$ cat src/rtl/ddmtd_pkg.sv
package ddmtd_pkg;
   typedef enum logic {
      LVL_LOW  = 1'b0,
      LVL_HIGH = 1'b1
   } lvl_state_e;
endpackage

$ cat src/rtl/ddmtd_beat_sync.sv
module ddmtd_beat_sync #(
   parameter int STAGES = 2
) (
   input  logic clk_h,
   input  logic rst,
   input  logic raw_i,
   output logic beat_o
);
   localparam int DEPTH = STAGES + 1;

   generate
      if (STAGES < 1) begin : g_bad
         $error("STAGES must be at least 1");
      end
   endgenerate

   logic [DEPTH-1:0] chain_q;

   generate
      for (genvar i = 0; i < DEPTH; i++) begin : g_stage
         if (i == 0) begin : g_capture
            always_ff @(posedge clk_h) begin
               if (rst) chain_q[0] <= 1'b0;
               else     chain_q[0] <= raw_i;
            end
         end else begin : g_resync
            always_ff @(posedge clk_h) begin
               if (rst) chain_q[i] <= 1'b0;
               else     chain_q[i] <= chain_q[i-1];
            end
         end
      end
   endgenerate

   assign beat_o = chain_q[DEPTH-1];
endmodule

$ cat src/rtl/ddmtd_timebase.sv
module ddmtd_timebase #(
   parameter int TAG_W = 14
) (
   input  logic             clk_h,
   input  logic             rst,
   output logic [TAG_W-1:0] stamp_o
);
   generate
      if (TAG_W < 2) begin : g_bad
         $error("TAG_W must be at least 2");
      end
   endgenerate

   always_ff @(posedge clk_h) begin
      if (rst) stamp_o <= '0;
      else     stamp_o <= stamp_o + 1'b1;
   end

   // counter steps by one each cycle and wraps
   p_stamp_step_r8: assert property (@(posedge clk_h) disable iff (rst)
      (stamp_o != '0) |-> (stamp_o == $past(stamp_o) + 1'b1));
   p_stamp_wrap_r8: assert property (@(posedge clk_h) disable iff (rst)
      ($past(stamp_o) == {TAG_W{1'b1}}) |-> (stamp_o == '0));
endmodule

$ cat src/rtl/ddmtd_deglitch.sv
module ddmtd_deglitch
   import ddmtd_pkg::*;
#(
   parameter int TAG_W   = 14,
   parameter int RUN_LEN = 8
) (
   input  logic             clk_h,
   input  logic             rst,
   input  logic             beat_i,
   input  logic [TAG_W-1:0] stamp_i,
   output logic             edge_o,
   output logic [TAG_W-1:0] tag_o
);
   localparam int CNT_W = (RUN_LEN > 1) ? $clog2(RUN_LEN) : 1;
   localparam logic [CNT_W-1:0] RUN_LAST = CNT_W'(RUN_LEN - 1);

   generate
      if (RUN_LEN < 1) begin : g_bad
         $error("RUN_LEN must be at least 1");
      end
   endgenerate

   lvl_state_e       state_q;
   logic [CNT_W-1:0] run_q;
   logic [TAG_W-1:0] start_q;

   always_ff @(posedge clk_h) begin
      if (rst) begin
         state_q <= LVL_LOW;
         run_q   <= '0;
         start_q <= '0;
         edge_o  <= 1'b0;
         tag_o   <= '0;
      end else begin
         edge_o <= 1'b0;
         case (state_q)
            LVL_LOW: begin
               if (beat_i) begin
                  if (run_q == '0) start_q <= stamp_i;
                  if (run_q == RUN_LAST) begin
                     edge_o  <= 1'b1;
                     tag_o   <= (run_q == '0) ? stamp_i : start_q;
                     state_q <= LVL_HIGH;
                     run_q   <= '0;
                  end else begin
                     run_q <= run_q + 1'b1;
                  end
               end else begin
                  run_q <= '0;
               end
            end
            default: begin
               if (!beat_i) begin
                  if (run_q == RUN_LAST) begin
                     state_q <= LVL_LOW;
                     run_q   <= '0;
                  end else begin
                     run_q <= run_q + 1'b1;
                  end
               end else begin
                  run_q <= '0;
               end
            end
         endcase
      end
   end

   // an accepted rise needs the beat high in the previous cycle
   p_rise_needs_high_r4: assert property (@(posedge clk_h) disable iff (rst)
      edge_o |-> $past(beat_i));
   // two accepted rises are never adjacent
   p_no_double_rise_r5: assert property (@(posedge clk_h) disable iff (rst)
      edge_o |=> !edge_o);
endmodule

$ cat src/rtl/ddmtd_pair.sv
module ddmtd_pair #(
   parameter int TAG_W = 14
) (
   input  logic                    clk_h,
   input  logic                    rst,
   input  logic                    edge_a_i,
   input  logic [TAG_W-1:0]        tag_a_i,
   input  logic                    edge_b_i,
   input  logic [TAG_W-1:0]        tag_b_i,
   output logic signed [TAG_W-1:0] phase_o,
   output logic                    valid_o
);
   logic             armed_q;
   logic [TAG_W-1:0] held_a_q;
   logic [TAG_W-1:0] ref_tag;
   logic             pair_now;

   assign ref_tag  = edge_a_i ? tag_a_i : held_a_q;
   assign pair_now = edge_b_i && (armed_q || edge_a_i);

   always_ff @(posedge clk_h) begin
      if (rst) begin
         armed_q  <= 1'b0;
         held_a_q <= '0;
         phase_o  <= '0;
         valid_o  <= 1'b0;
      end else begin
         valid_o <= 1'b0;
         if (edge_a_i) begin
            held_a_q <= tag_a_i;
            armed_q  <= 1'b1;
         end
         if (pair_now) begin
            phase_o <= $signed(tag_b_i - ref_tag);
            valid_o <= 1'b1;
            armed_q <= 1'b0;
         end
      end
   end

   // every strobe follows an accepted B edge
   p_valid_from_b_r6: assert property (@(posedge clk_h) disable iff (rst)
      valid_o |-> $past(edge_b_i));
   // a B edge without a pending A edge gives no strobe
   p_lone_b_dropped_r2: assert property (@(posedge clk_h) disable iff (rst)
      (edge_b_i && !armed_q && !edge_a_i) |=> !valid_o);
   // simultaneous edges with equal stamps give zero
   p_same_cycle_zero_r7: assert property (@(posedge clk_h) disable iff (rst)
      (edge_a_i && edge_b_i && tag_a_i == tag_b_i) |=> (phase_o == '0));
endmodule

$ cat src/rtl/ddmtd_phase_det.sv
module ddmtd_phase_det #(
   parameter int TAG_W       = 14,
   parameter int RUN_LEN     = 8,
   parameter int SYNC_STAGES = 2
) (
   input  logic                    clk_h,
   input  logic                    rst,
   input  logic                    clk_a,
   input  logic                    clk_b,
   output logic signed [TAG_W-1:0] phase_o,
   output logic                    phase_valid_o
);
   localparam int NCH = 2;

   generate
      if (RUN_LEN >= (1 << (TAG_W - 1))) begin : g_bad
         $error("RUN_LEN must be shorter than half a beat period");
      end
   endgenerate

   logic [TAG_W-1:0] stamp;
   logic [NCH-1:0]   raw;
   logic [NCH-1:0]   beat;
   logic [NCH-1:0]   edge_acc;
   logic [TAG_W-1:0] tag [NCH];

   assign raw = {clk_b, clk_a};

   ddmtd_timebase #(.TAG_W(TAG_W)) u_timebase (
      .clk_h   (clk_h),
      .rst     (rst),
      .stamp_o (stamp)
   );

   generate
      for (genvar ch = 0; ch < NCH; ch++) begin : g_chan
         ddmtd_beat_sync #(.STAGES(SYNC_STAGES)) u_sync (
            .clk_h  (clk_h),
            .rst    (rst),
            .raw_i  (raw[ch]),
            .beat_o (beat[ch])
         );
         ddmtd_deglitch #(.TAG_W(TAG_W), .RUN_LEN(RUN_LEN)) u_filt (
            .clk_h   (clk_h),
            .rst     (rst),
            .beat_i  (beat[ch]),
            .stamp_i (stamp),
            .edge_o  (edge_acc[ch]),
            .tag_o   (tag[ch])
         );
      end
   endgenerate

   ddmtd_pair #(.TAG_W(TAG_W)) u_pair (
      .clk_h    (clk_h),
      .rst      (rst),
      .edge_a_i (edge_acc[0]),
      .tag_a_i  (tag[0]),
      .edge_b_i (edge_acc[1]),
      .tag_b_i  (tag[1]),
      .phase_o  (phase_o),
      .valid_o  (phase_valid_o)
   );

   // no strobe in the cycle right after reset
   p_quiet_after_reset_r1: assert property (@(posedge clk_h)
      $past(rst) |-> !phase_valid_o);
endmodule

$ cat config.mk
export PLATFORM = sky130hd
export DESIGN_NAME = ddmtd_phase_det
export DESIGN_NICKNAME = d
export VERILOG_FILES = /design/src/rtl/ddmtd_pkg.sv /design/src/rtl/ddmtd_beat_sync.sv /design/src/rtl/ddmtd_timebase.sv /design/src/rtl/ddmtd_deglitch.sv /design/src/rtl/ddmtd_pair.sv /design/src/rtl/ddmtd_phase_det.sv
export SDC_FILE = /design/constraint.sdc
export NUM_CORES = 1
export LEC_CHECK = 0
export ABC_AREA = 1
export ABC_CLOCK_PERIOD_IN_PS = 3800
export BUFFER_PORTS_ARGS = -buffer_cell sky130_fd_sc_hd__buf_2
export CORE_MARGIN = 5
export CORE_UTILIZATION = 40
export CTS_BUF_LIST = sky130_fd_sc_hd__clkbuf_4 sky130_fd_sc_hd__clkbuf_8
export CTS_CLUSTER_DIAMETER = 80
export DETAILED_ROUTE_END_ITERATION = 7
export SETUP_SLACK_MARGIN = 0.15
export SLEW_MARGIN = 20
export SYNTH_ARGS = -nofsm -noshare
export SYNTH_HDL_FRONTEND = slang
export SYNTH_SLANG_ARGS = --single-unit
$ cat constraint.sdc
create_clock -name clk_h -period 3.8 [get_ports clk_h]
set_input_delay 0.19 -clock clk_h [delete_from_list [all_inputs] [get_ports clk_h]]
set_output_delay 0.19 -clock clk_h [all_outputs]
set_load 0.005 [all_outputs]
[Word level (Yosys, flattened, before mapping)]
Cells that the tools add are included.
Storage, ports and cells
  register bits after elaboration: 116
  input bits: 4
  output and inout port bits: 15
  logic and storage cells: 62
Operators by class
  $add $sub $neg: 4
  equal/unequal tests: 2
  multiplexer cells: 22
  bitwise operators: 2
  reductions and logical operators: 11
Operator list (count)
  $mux W14: 3
  $mux W3: 8
  $add A14 B1 Y14 const B: 1
  $sub A14 B14 Y14: 1
  $mux W1: 11
  $add A3 B1 Y3 const B: 2
  $eq A3 B3 Y1 const B: 2
  $logic_not A3 Y1: 2
  $reduce_and A3 Y1: 2
  $reduce_or A2 Y1: 3
  $reduce_and A2 Y1: 2
  $not A1 Y1: 2
  $logic_and A1 B1 Y1: 1
  $logic_or A1 B1 Y1: 1

[Depth between registers and ports, before layout]
Gate-level depths: netlist of run 1.
  word-level depth: 4
  depth in mapped cells: 15
  gate-level depth less buffers: 13

[Modules after synthesis]
A second synthesis of run 1 with hierarchy kept.
Unflattened totals
  cells, all modules: 876
  area, all modules: 5851.9 um2
Modules (own cells, without submodules)
  ddmtd_deglitch: instances 2, cells an instance 251, area an instance 1597.8 um2, seq. area each 660.6 um2
  ddmtd_pair: instances 1, cells an instance 261, area an instance 1825.5 um2, seq. area each 600.6 um2
  ddmtd_timebase: instances 1, cells an instance 95, area an instance 665.6 um2, seq. area each 280.3 um2
  ddmtd_beat_sync: instances 2, cells an instance 9, area an instance 82.6 um2, seq. area each 60.1 um2

[Least setup slack after synthesis of run 1]
No wires, ideal clock.
  path kind: register -> register
  start: register g_chan[0].u_filt.edge_o
  end: register u_pair.phase_o[8]
  library setup time: 122 ps
  data arrival time: 1894 ps
  data required time: 3678 ps
  path slack: 1783 ps
  cell stages (with the launch flop): 14
  path buffers: 2
  clock period less this slack: 2017 ps
  cells stage by stage: dfxtp_1 buf_4 buf_2 nand2_1 nand2_1 ha_1 inv_1 fa_1 nand3_1 nand3_1 nand2_1 nand2_1 xnor2_1 o21ai_0
On the way
  cells in the longest elaborated chain, start to end: 2
  elaborated cells on any way between the ends: 4
  classes of those cells: 1 x add/sub; 1 x mux; 2 x reduce/logical
RTL lines
  start, declared: line ddmtd_deglitch.sv:11  | output logic edge_o,
  start signal, assigned: line ddmtd_deglitch.sv:32  | edge_o <= 1'b0;
  start signal, assigned: line ddmtd_deglitch.sv:35  | edge_o <= 1'b0;
  start signal, assigned: line ddmtd_deglitch.sv:41  | edge_o <= 1'b1;
  $mux W14
  named net u_pair.ref_tag[0]: line ddmtd_pair.sv:15  | logic [TAG_W-1:0] ref_tag;
  $sub A14 B14 Y14: line ddmtd_pair.sv:34  | phase_o <= $signed(tag_b_i - ref_tag);
  end signal, assigned: line ddmtd_pair.sv:34
  end, declared: line ddmtd_pair.sv:10  | output logic signed [TAG_W-1:0] phase_o,
The timed path passes the listed nets, and every way through them passes these cells.
A chain may end at the register's enable or synchronous reset.

[Final worst setup path of run 1]
Same ends and word-level chain as after synthesis.

==> results.sh, run 1 <==
export IMPL_outcome="completed"
export IMPL_initialDrtViolationCount=266
export IMPL_ctsHtreeMaxLevel=4
export IMPL_postSynthNetCount=757
export IMPL_p_leak_nw=2.69
export IMPL_reg2regPathDepth=11
export IMPL_route_detailed_vias_per_inst=4.72
export IMPL_finalNetCount=770
export IMPL_gp_congestion=0.838
export IMPL_r2r_end="u_pair.phase_o[8]$_SDFFE_PP0P_"
export IMPL_worstSetupStartpointType="flop"
export IMPL_final_instance_count_excl_fill=934
export IMPL_arrival_ns=2.89
export IMPL_number_of_hold_buffers_added_after_cts=2
export IMPL_timing_worst_setup_path_type="flop to flop"
export IMPL_finalCriticalPeriod_ns=2.58
export IMPL_drc=0
export IMPL_final_hold_violation_count=0
export IMPL_syn_to_final_growth_pct=10.8
export IMPL_synthesis_instances=732
export IMPL_cts_tree="yes"
export IMPL_holdPathStages=2
export IMPL_hold_path_end="g_chan[1].u_filt.edge_o$_SDFF_PP0_"
export IMPL_worst_slew_pin_transition_ns=0.899
export IMPL_fin_worst_skew_ns=0.0105
export IMPL_yosys_register_bits=116
export IMPL_tritoncts_num_buffers=17
export IMPL_dieArea_um2=15900
export IMPL_power_density_nw_per_um2=408
export IMPL_grt_start_max_net_pins=45
export IMPL_power_ir_vdd_worst_v=0.000161
export IMPL_clock_fmax_mhz=388
export IMPL_core_outline_area_um2=13200
export IMPL_detail_route_wirelength_mm=11.6
export IMPL_grt_remaining_overflow=0
export IMPL_worstHoldStart="rst"
export IMPL_post_route_setup_tns_ns=0
export IMPL_setup_viol=0
export IMPL_final_antenna_net_count=0
export IMPL_number_of_global_route_vias_before_repair=4180
export IMPL_root_buffer="clkbuf_8"
export IMPL_final_power_mw=2.43
export IMPL_cts_reportedPaths_clkPinSlew_ns=0.07
export IMPL_groute_usage_overall_pct=15.2
export IMPL_dpl_wire_length_mm=8.36
export IMPL_first_pass_grt_wire_length_mm=19.6
export IMPL_final_area_um2=5960
export IMPL_ys_warnings_count=0
export IMPL_yosysUniqueCellTypes=37
export IMPL_slew_headroom_pct=39.9
export IMPL_r2r_slack_ns=1.22
export IMPL_place_port_buffers=18
export IMPL_design_portCount=19
export IMPL_antenna_cells_inserted=0
export IMPL_rsz0062_at_grt="false"
export IMPL_die_outline_width_um=126
export IMPL_clk_path_buf_depth=2
export IMPL_detailroute_via_count=4412
export IMPL_drt_wirelength_per_cell_um=12.4
export IMPL_antenna_found_initial=0
export IMPL_timing_critical_path_required_ns=4.12
export IMPL_clk_insertion_delay_late_ns=0.43
export IMPL_crit_fanout=30
export IMPL_max_cap_viol_count=0
export IMPL_slew_viol_final=0
export IMPL_post_dp_cell_area_um2=5550
export IMPL_postCtsSetupRepairBufs=0
export IMPL_rows=42
export IMPL_final_period_utilization_pct=67.8
export IMPL_post_route_cells_drive_above_1_share_pct=9.63
export IMPL_end_kind="flop"
export IMPL_avgSynthCellArea_um2=7.35
export IMPL_r2r_start="g_chan[0].u_filt.edge_o$_SDFF_PP0_"
export IMPL_register_area_share_after_synthesis_pct=43.2
export IMPL_synth_area_um2=5380
export IMPL_die_height_um=126
export IMPL_clkSinkCount=116
export IMPL_layout_filler_cells=1376
export IMPL_placed_cells_incl_taps=900
export IMPL_start_util_pct=40.6
export IMPL_timing_hold_ws_ns=0.369
export IMPL_hold_class="primary input to flop"
export IMPL_cts_resized=0
export IMPL_drt_pass1_iterations=4
-- routing by layer --
metal | global-route usage [%] | vias to the layer above | share of wire [%]
li1 | - | 2357 | -
met3 | 3.90 | 18 | 3.1
met2 | 25.1 | 57 | 48
met1 | 19.2 | 1980 | 47
met4 | 5.87 | 0 | 1.8
met5 | 0 | - | 0
-- synthesized netlist by cell type --
cell type | number | area share (%)
xnor2_1 | 5 | 0.81
a21oi_1 | 36 | 3.3
buf_2 | 17 | 1.6
a22o_1 | 1 | 0.16
fa_1 | 1 | 0.37
and3_1 | 1 | 0.12
o21bai_1 | 1 | 0.14
nand3b_1 | 1 | 0.14
o21ai_1 | 10 | 0.93
buf_1 | 1 | 0.070
a211oi_1 | 31 | 4.3
ha_1 | 20 | 4.7
nor3b_1 | 1 | 0.14
nand2_1 | 160 | 11
nand4_1 | 4 | 0.46
nor2_4 | 5 | 1.0
inv_2 | 1 | 0.070
buf_6 | 2 | 0.42
o211ai_1 | 9 | 1.3
buf_4 | 5 | 0.70
or2_2 | 1 | 0.12
nor2_1 | 77 | 5.4
nand3_1 | 23 | 2.1
xor2_1 | 3 | 0.49
nand3_2 | 2 | 0.37
o21ai_0 | 51 | 4.7
nand2_2 | 3 | 0.35
inv_1 | 128 | 8.9
clkbuf_1 | 3 | 0.21
inv_4 | 1 | 0.12
a211oi_2 | 4 | 0.93
dfxtp_1 | 116 | 43
nor3_1 | 3 | 0.28
nor2_2 | 2 | 0.23
o21a_1 | 1 | 0.14
nor3_4 | 1 | 0.30
o211ai_2 | 1 | 0.23
-- worst max path at each step --
stage	start	end	slack [ns]	cells past startpoint
floorplan	g_chan[0].u_filt.edge_o$_SDFF_PP0_	u_pair.phase_o[8]$_SDFFE_PP0P_	1.78	13
global route	g_chan[0].u_filt.edge_o$_SDFF_PP0_	u_pair.phase_o[8]$_SDFFE_PP0P_	0.93	11
CTS	g_chan[0].u_filt.edge_o$_SDFF_PP0_	u_pair.phase_o[12]$_SDFFE_PP0P_	1.22	12
detailed placement	g_chan[0].u_filt.edge_o$_SDFF_PP0_	u_pair.phase_o[12]$_SDFFE_PP0P_	1.21	11
global placement	g_chan[0].u_filt.edge_o$_SDFF_PP0_	u_pair.phase_o[13]$_SDFFE_PP0P_	1.27	11
finish	g_chan[0].u_filt.edge_o$_SDFF_PP0_	u_pair.phase_o[8]$_SDFFE_PP0P_	1.22	11
-- critical path: stages (launching register included) --
cell and delay (ns):
dfxtp_1 0.88, nand2_1 0.19, nand2_1 0.13, ha_1 0.14
inv_1 0.07, fa_1 0.43, nand3_1 0.11, nand3_1 0.15
nand2_1 0.10, nand2_1 0.06, xnor2_1 0.14, o21ai_0 0.08
-- per-stage QoR --
stage | utilization (%) | setup WS (ns)
after floorplan | - | 1.78
after detailed placement | 41.9 | 1.21
final | 45.0 | 1.22
after global placement | 41.9 | 1.27
after CTS | 45.0 | 1.22
after global routing | 45.0 | 0.932
-- cells by family after synthesis --
family,share of synthesized area (%)
adder cells (fa/ha/maj),5.02
flip-flops,43.2
AND/OR/NAND/NOR,22.2
XOR/XNOR,1.30
AO/OA/AOI/OAI,16.2
buffers and inverters,12.1
-- where the power goes --
| group | switching [mW] | leakage (nW) | internal (mW) |
|---|---|---|---|
| clock network | 0.484 | 0.203 | 0.642 |
| registers | 0.00903 | 0.937 | 1.23 |
| logic | 0.0479 | 1.55 | 0.0203 |
-- area by class of cell --
cell class	count	area (um^2)	share of cell area, %
clock buffer	23	292	4.89
timing repair buffer	22	125	2.10
clock inverter	9	104	1.74
tap	176	220	3.69
inverter	130	490	8.23
multi-input combinational	458	2410	40.4
sequential	116	2320	39.0
-- placed cells by master (no fill, tap or decap), types with 2 or more instances in the layout --
cell type      instances
a211oi_1              31
a211oi_2               4
a21oi_1               36
buf_2                 18
buf_4                  2
bufinv_16              2
clkbuf_4               4
clkbuf_8              19
clkinv_2               4
clkinvlp_4             2
dfxtp_1              116
dlygate4sd3_1          2
ha_1                  20
inv_1                128
nand2_1              160
nand2_2                3
nand3_1               23
nand3_2                2
nand4_1                4
nor2_1                77
nor2_2                 2
nor2_4                 5
nor3_1                 3
o211ai_1               9
o21ai_0               51
o21ai_1               10
xnor2_1                5
xor2_1                 3
-- state kept, by name, indices dropped and copies added, names as in the netlist, 2 cells and up, named ones only --
| name | flops |
|---|---|
| g_chan.u_filt.start_q | 28 |
| g_chan.u_filt.tag_o | 28 |
| u_pair.held_a_q | 14 |
| u_pair.phase_o | 14 |
| u_timebase.stamp_o | 14 |
| g_chan.u_filt.run_q | 6 |
| g_chan.u_sync.chain_q | 4 |
| g_chan.u_filt.edge_o | 2 |
| g_chan.u_sync.beat_o | 2 |
(Power assumes the default switching activity.)
==> run 2: changes to the inputs <==
--- a/config.mk
+++ b/config.mk
@@ -5,8 +5,8 @@
 export SDC_FILE = /design/constraint.sdc
 export NUM_CORES = 1
 export LEC_CHECK = 0
-export ABC_AREA = 1
-export ABC_CLOCK_PERIOD_IN_PS = 3800
+export ABC_AREA = 0
+export ABC_CLOCK_PERIOD_IN_PS = 2400
 export BUFFER_PORTS_ARGS = -buffer_cell sky130_fd_sc_hd__buf_2
 export CORE_MARGIN = 5
 export CORE_UTILIZATION = 40
==> constraint.sdc (replaced) <==
create_clock -name clk_h -period 2.4 [get_ports clk_h]
set_input_delay 0.12 -clock clk_h [delete_from_list [all_inputs] [get_ports clk_h]]
set_output_delay 0.12 -clock clk_h [all_outputs]
set_load 0.005 [all_outputs]
==> run 2 against run 1 <==
Effect of this change: sequential share of layout area grew 0.59 points; critical endpoint is now u_pair.phase_o[12]$_SDFFE_PP0P_; synthesized cell count down 26%; core utilization is 3.8 points higher; via count down 17%; global-route usage is 0.40 points lower; worst hold slack got worse by 0.26 ns; sequential power is 56% higher.
==> results.sh, run 2 <==
export IMPL_groute_usage_overall_pct=14.8
export IMPL_clk_insertion_delay_late_ns=0.46
export IMPL_cp_startpoint="g_chan[0].u_filt.edge_o$_SDFF_PP0_"
export IMPL_design_portCount=19
export IMPL_yosys_register_bits=116
export IMPL_worstHoldStart="rst"
export IMPL_detail_route_wirelength_mm=9.99
export IMPL_synthesis_instances=545
export IMPL_dominant_cells_by_area_after_synthesis="dfxtp_1, mux2i_1, nand2_1"
export IMPL_post_synth_top_area_share_pct=46.9
export IMPL_postSynth_asyncResetShare_pct=0
export IMPL_dpl_wire_length_mm=6.59
export IMPL_switching_share_pct=23.6
export IMPL_antenna_cells_inserted=0
export IMPL_timing_worst_setup_path_type="flop to flop"
export IMPL_avgSynthCellArea_um2=9.09
export IMPL_finalNetCount=599
export IMPL_outcome="completed"
export IMPL_flip_flop_cell_with_the_highest_count_after_synthesis="dfxtp_1"
export IMPL_yosysUniqueCellTypes=51
export IMPL_grt_start_max_net_pins=99
export IMPL_power_ir_vdd_worst_v=0.000278
export IMPL_clkSinkCount=116
export IMPL_grt_remaining_overflow=0
export IMPL_share_clk_of_total_power_pct=44.0
export IMPL_clk_path_buf_depth=2
export IMPL_antenna_found_initial=0
export IMPL_critical_path_max_stage_delay_ns=0.38
export IMPL_rsz0062_at_grt="true"
export IMPL_max_cap_viol_count=0
export IMPL_post_synth_most_frequent_cells="dfxtp_1, nand2_1, nor2_1, mux2i_1, a21oi_1"
export IMPL_register_area_share_after_synthesis_pct=46.9
export IMPL_detailroute_via_count=3673
export IMPL_p_leak_nw=2.33
export IMPL_die_height_um=121
export IMPL_drt_pass1_iterations=4
export IMPL_power_switching_uw=854
export IMPL_place_port_buffers=18
export IMPL_power_density_nw_per_um2=615
export IMPL_final_antenna_net_count=0
export IMPL_core_outline_area_um2=12100
export IMPL_dieArea_um2=14700
export IMPL_yosys_cell_count_top_type="dfxtp_1"
export IMPL_initialDrtViolationCount=231
export IMPL_syn_to_final_growth_pct=18.7
export IMPL_sequential_cell_fraction_of_total_power_pct=53.8
export IMPL_start_util_pct=41.1
export IMPL_tritoncts_num_buffers=17
export IMPL_critical_path_cell_chain="mux2_4 -> ha_4 -> inv_2 -> fa_2 -> a21o_4 -> a221oi_4 -> nor3_2 -> or3_1 -> a32o_1"
export IMPL_share_comb_of_total_power_pct=2.2
export IMPL_p_int_mw=2.76
export IMPL_synth_largest_area_cell="dfxtp_1"
export IMPL_slew_headroom_pct=53.0
export IMPL_synth_area_um2=4950
export IMPL_hold_class="primary input to flop"
export IMPL_fin_util_pct=48.8
export IMPL_cts_reportedPaths_clkPinSlew_ns=0.07
export IMPL_final_area_um2=5880
export IMPL_post_dp_cell_area_um2=5330
export IMPL_arrival_ns=2.70
export IMPL_first_pass_grt_wire_length_mm=17.3
export IMPL_timing_critical_path_required_ns=2.75
export IMPL_rows=40
export IMPL_crit_fanout=5
export IMPL_worstSetupStartpointType="flop"
export IMPL_drt_wirelength_per_cell_um=13.2
export IMPL_ys_warnings_count=0
export IMPL_final_period_utilization_pct=97.7
export IMPL_slowest_stage="dfxtp_4"
export IMPL_post_route_cells_drive_above_1_share_pct=18.4
export IMPL_finalCriticalPeriod_ns=2.34
export IMPL_drc=0
export IMPL_die_outline_width_um=121
export IMPL_critPathTopFamily="compound AO/OA/AOI/OAI gates"
export IMPL_synth_enable_flop_cells=0
export IMPL_most_frequent_cells_in_the_layout="dfxtp_1, nand2_1, nor2_1"
export IMPL_root_buffer="clkbuf_8"
export IMPL_slew_viol_final=0
export IMPL_postSynthNetCount=570
export IMPL_number_of_global_route_vias_before_repair=3565
export IMPL_timing_hold_ws_ns=0.106
export IMPL_most_common_cell_after_layout_fill_and_taps_aside="dfxtp_1"
export IMPL_gp_congestion=0.788
export IMPL_route_detailed_vias_per_inst=4.86
export IMPL_setup_viol=0
export IMPL_worst_slew_pin_transition_ns=0.705
export IMPL_r2r_start="g_chan[0].u_filt.edge_o$_SDFF_PP0_"
export IMPL_ctsHtreeMaxLevel=4
export IMPL_final_hold_violation_count=0
export IMPL_reg_largest_list="g_chan.u_filt.start_q: 28 flops, g_chan.u_filt.tag_o: 28 flops"
export IMPL_cts_tree="yes"
export IMPL_clock_fmax_mhz=427
export IMPL_critical_path_n_buffers_inverters=1
export IMPL_fin_worst_skew_ns=0.0111
export IMPL_end_kind="flop"
run 2: changes by cell type in the layout (fill, tap and decap cells not counted), sizes merged, moves of 7 or more:
cell and delta:
nand3 -16, nand2 -89, inv -119, o21ai -45
or3 +7, o211ai -8, buf +24, nor2 -24
xor2 +9, mux2i +43, nor2b +17
run 2: per-layer routing:
metal  up-vias  wire length, um  global-route usage (%)
li1       1944                -                       -
met1      1646             5070                    19.8
met2        59             4290                    22.0
met3        24              423                    4.29
met4         0              199                    6.93
met5         -                0                       0
run 2: layout make-up:
cell class	instances	area, um^2
fill	1134	6180
multi-input combinational	382	2620
sequential	116	2330
timing repair buffer	46	334
clock buffer	22	290
tap	168	210
clock inverter	10	57.6
inverter	11	41.3
run 2: timing repair:
| item | 4_1_cts | 5_1_grt |
|---|---|---|
| gates resized for setup | 18 | 8 |
| gates cloned | 0 | 0 |
| endpoints found under the setup margin | 7 | 8 |
| endpoints found under the hold margin | 2 | 0 |
| pin swaps | 13 | 3 |
| hold buffers | 2 | 0 |
| buffers inserted | 3 | 2 |
run 2: path summary, 6_finish.rpt:
path | to | slack (ns) | cells after the start
setup / recovery | u_pair.phase_o[12]$_SDFFE_PP0P_ | 0.06 | 9
hold / removal | u_pair.phase_o[0]$_SDFFE_PP0P_ | 0.11 | 3
setup reg to reg | u_pair.phase_o[12]$_SDFFE_PP0P_ | 0.06 | 9
hold reg to reg | g_chan[1].u_sync.chain_q[1]$_SDFF_PP0_ | 0.44 | 1
run 2: cells by family after synthesis:
logic type,count (synthesis),synth area share (%)
AO/OA/AOI/OAI,106,14.1
XOR/XNOR,18,3.18
adder cells (fa/ha/maj),21,5.45
buffers and inverters,47,3.91
flip-flops,116,46.9
multiplexers,44,8.91
AND/OR/NAND/NOR,193,17.6
run 2: worst register-to-register path, delay by kind of cell, from the launching register on:
family	cells	cell delay, ns
multiplexers	1	0.22
AND/OR/NAND/NOR	2	0.41
flip-flops	1	0.38
adder cells (fa/ha/maj)	2	0.50
AO/OA/AOI/OAI	3	0.70
buffers and inverters	1	0.04
run 2: power groups by stage:
| stage | clock (mW) | sequential [mW] | combinational (mW) |
|---|---|---|---|
| 2_1_floorplan | 0 | 1.98 | 0.0588 |
| 3_3_place_gp | 0 | 1.99 | 0.0759 |
| 3_5_place_dp | 0 | 1.99 | 0.0759 |
| 4_1_cts | 1.64 | 1.94 | 0.0790 |
| 5_1_grt | 1.72 | 1.94 | 0.0865 |
| 6_report | 1.59 | 1.94 | 0.0785 |
run 2: stage by stage:
step | total power [mW] | cells | setup TNS (ns) | worst slack, ns
after global placement | 2.06 | 716 | 0 | 0.0242
after floorplan | 2.04 | 545 | -0.0145 | -0.0145
final | 3.62 | 755 | 0 | 0.0556
after CTS | 3.66 | 753 | 0 | 0.0667
after detailed placement | 2.07 | 716 | -0.130 | -0.0521
after global routing | 3.75 | 755 | -0.0917 | -0.0354
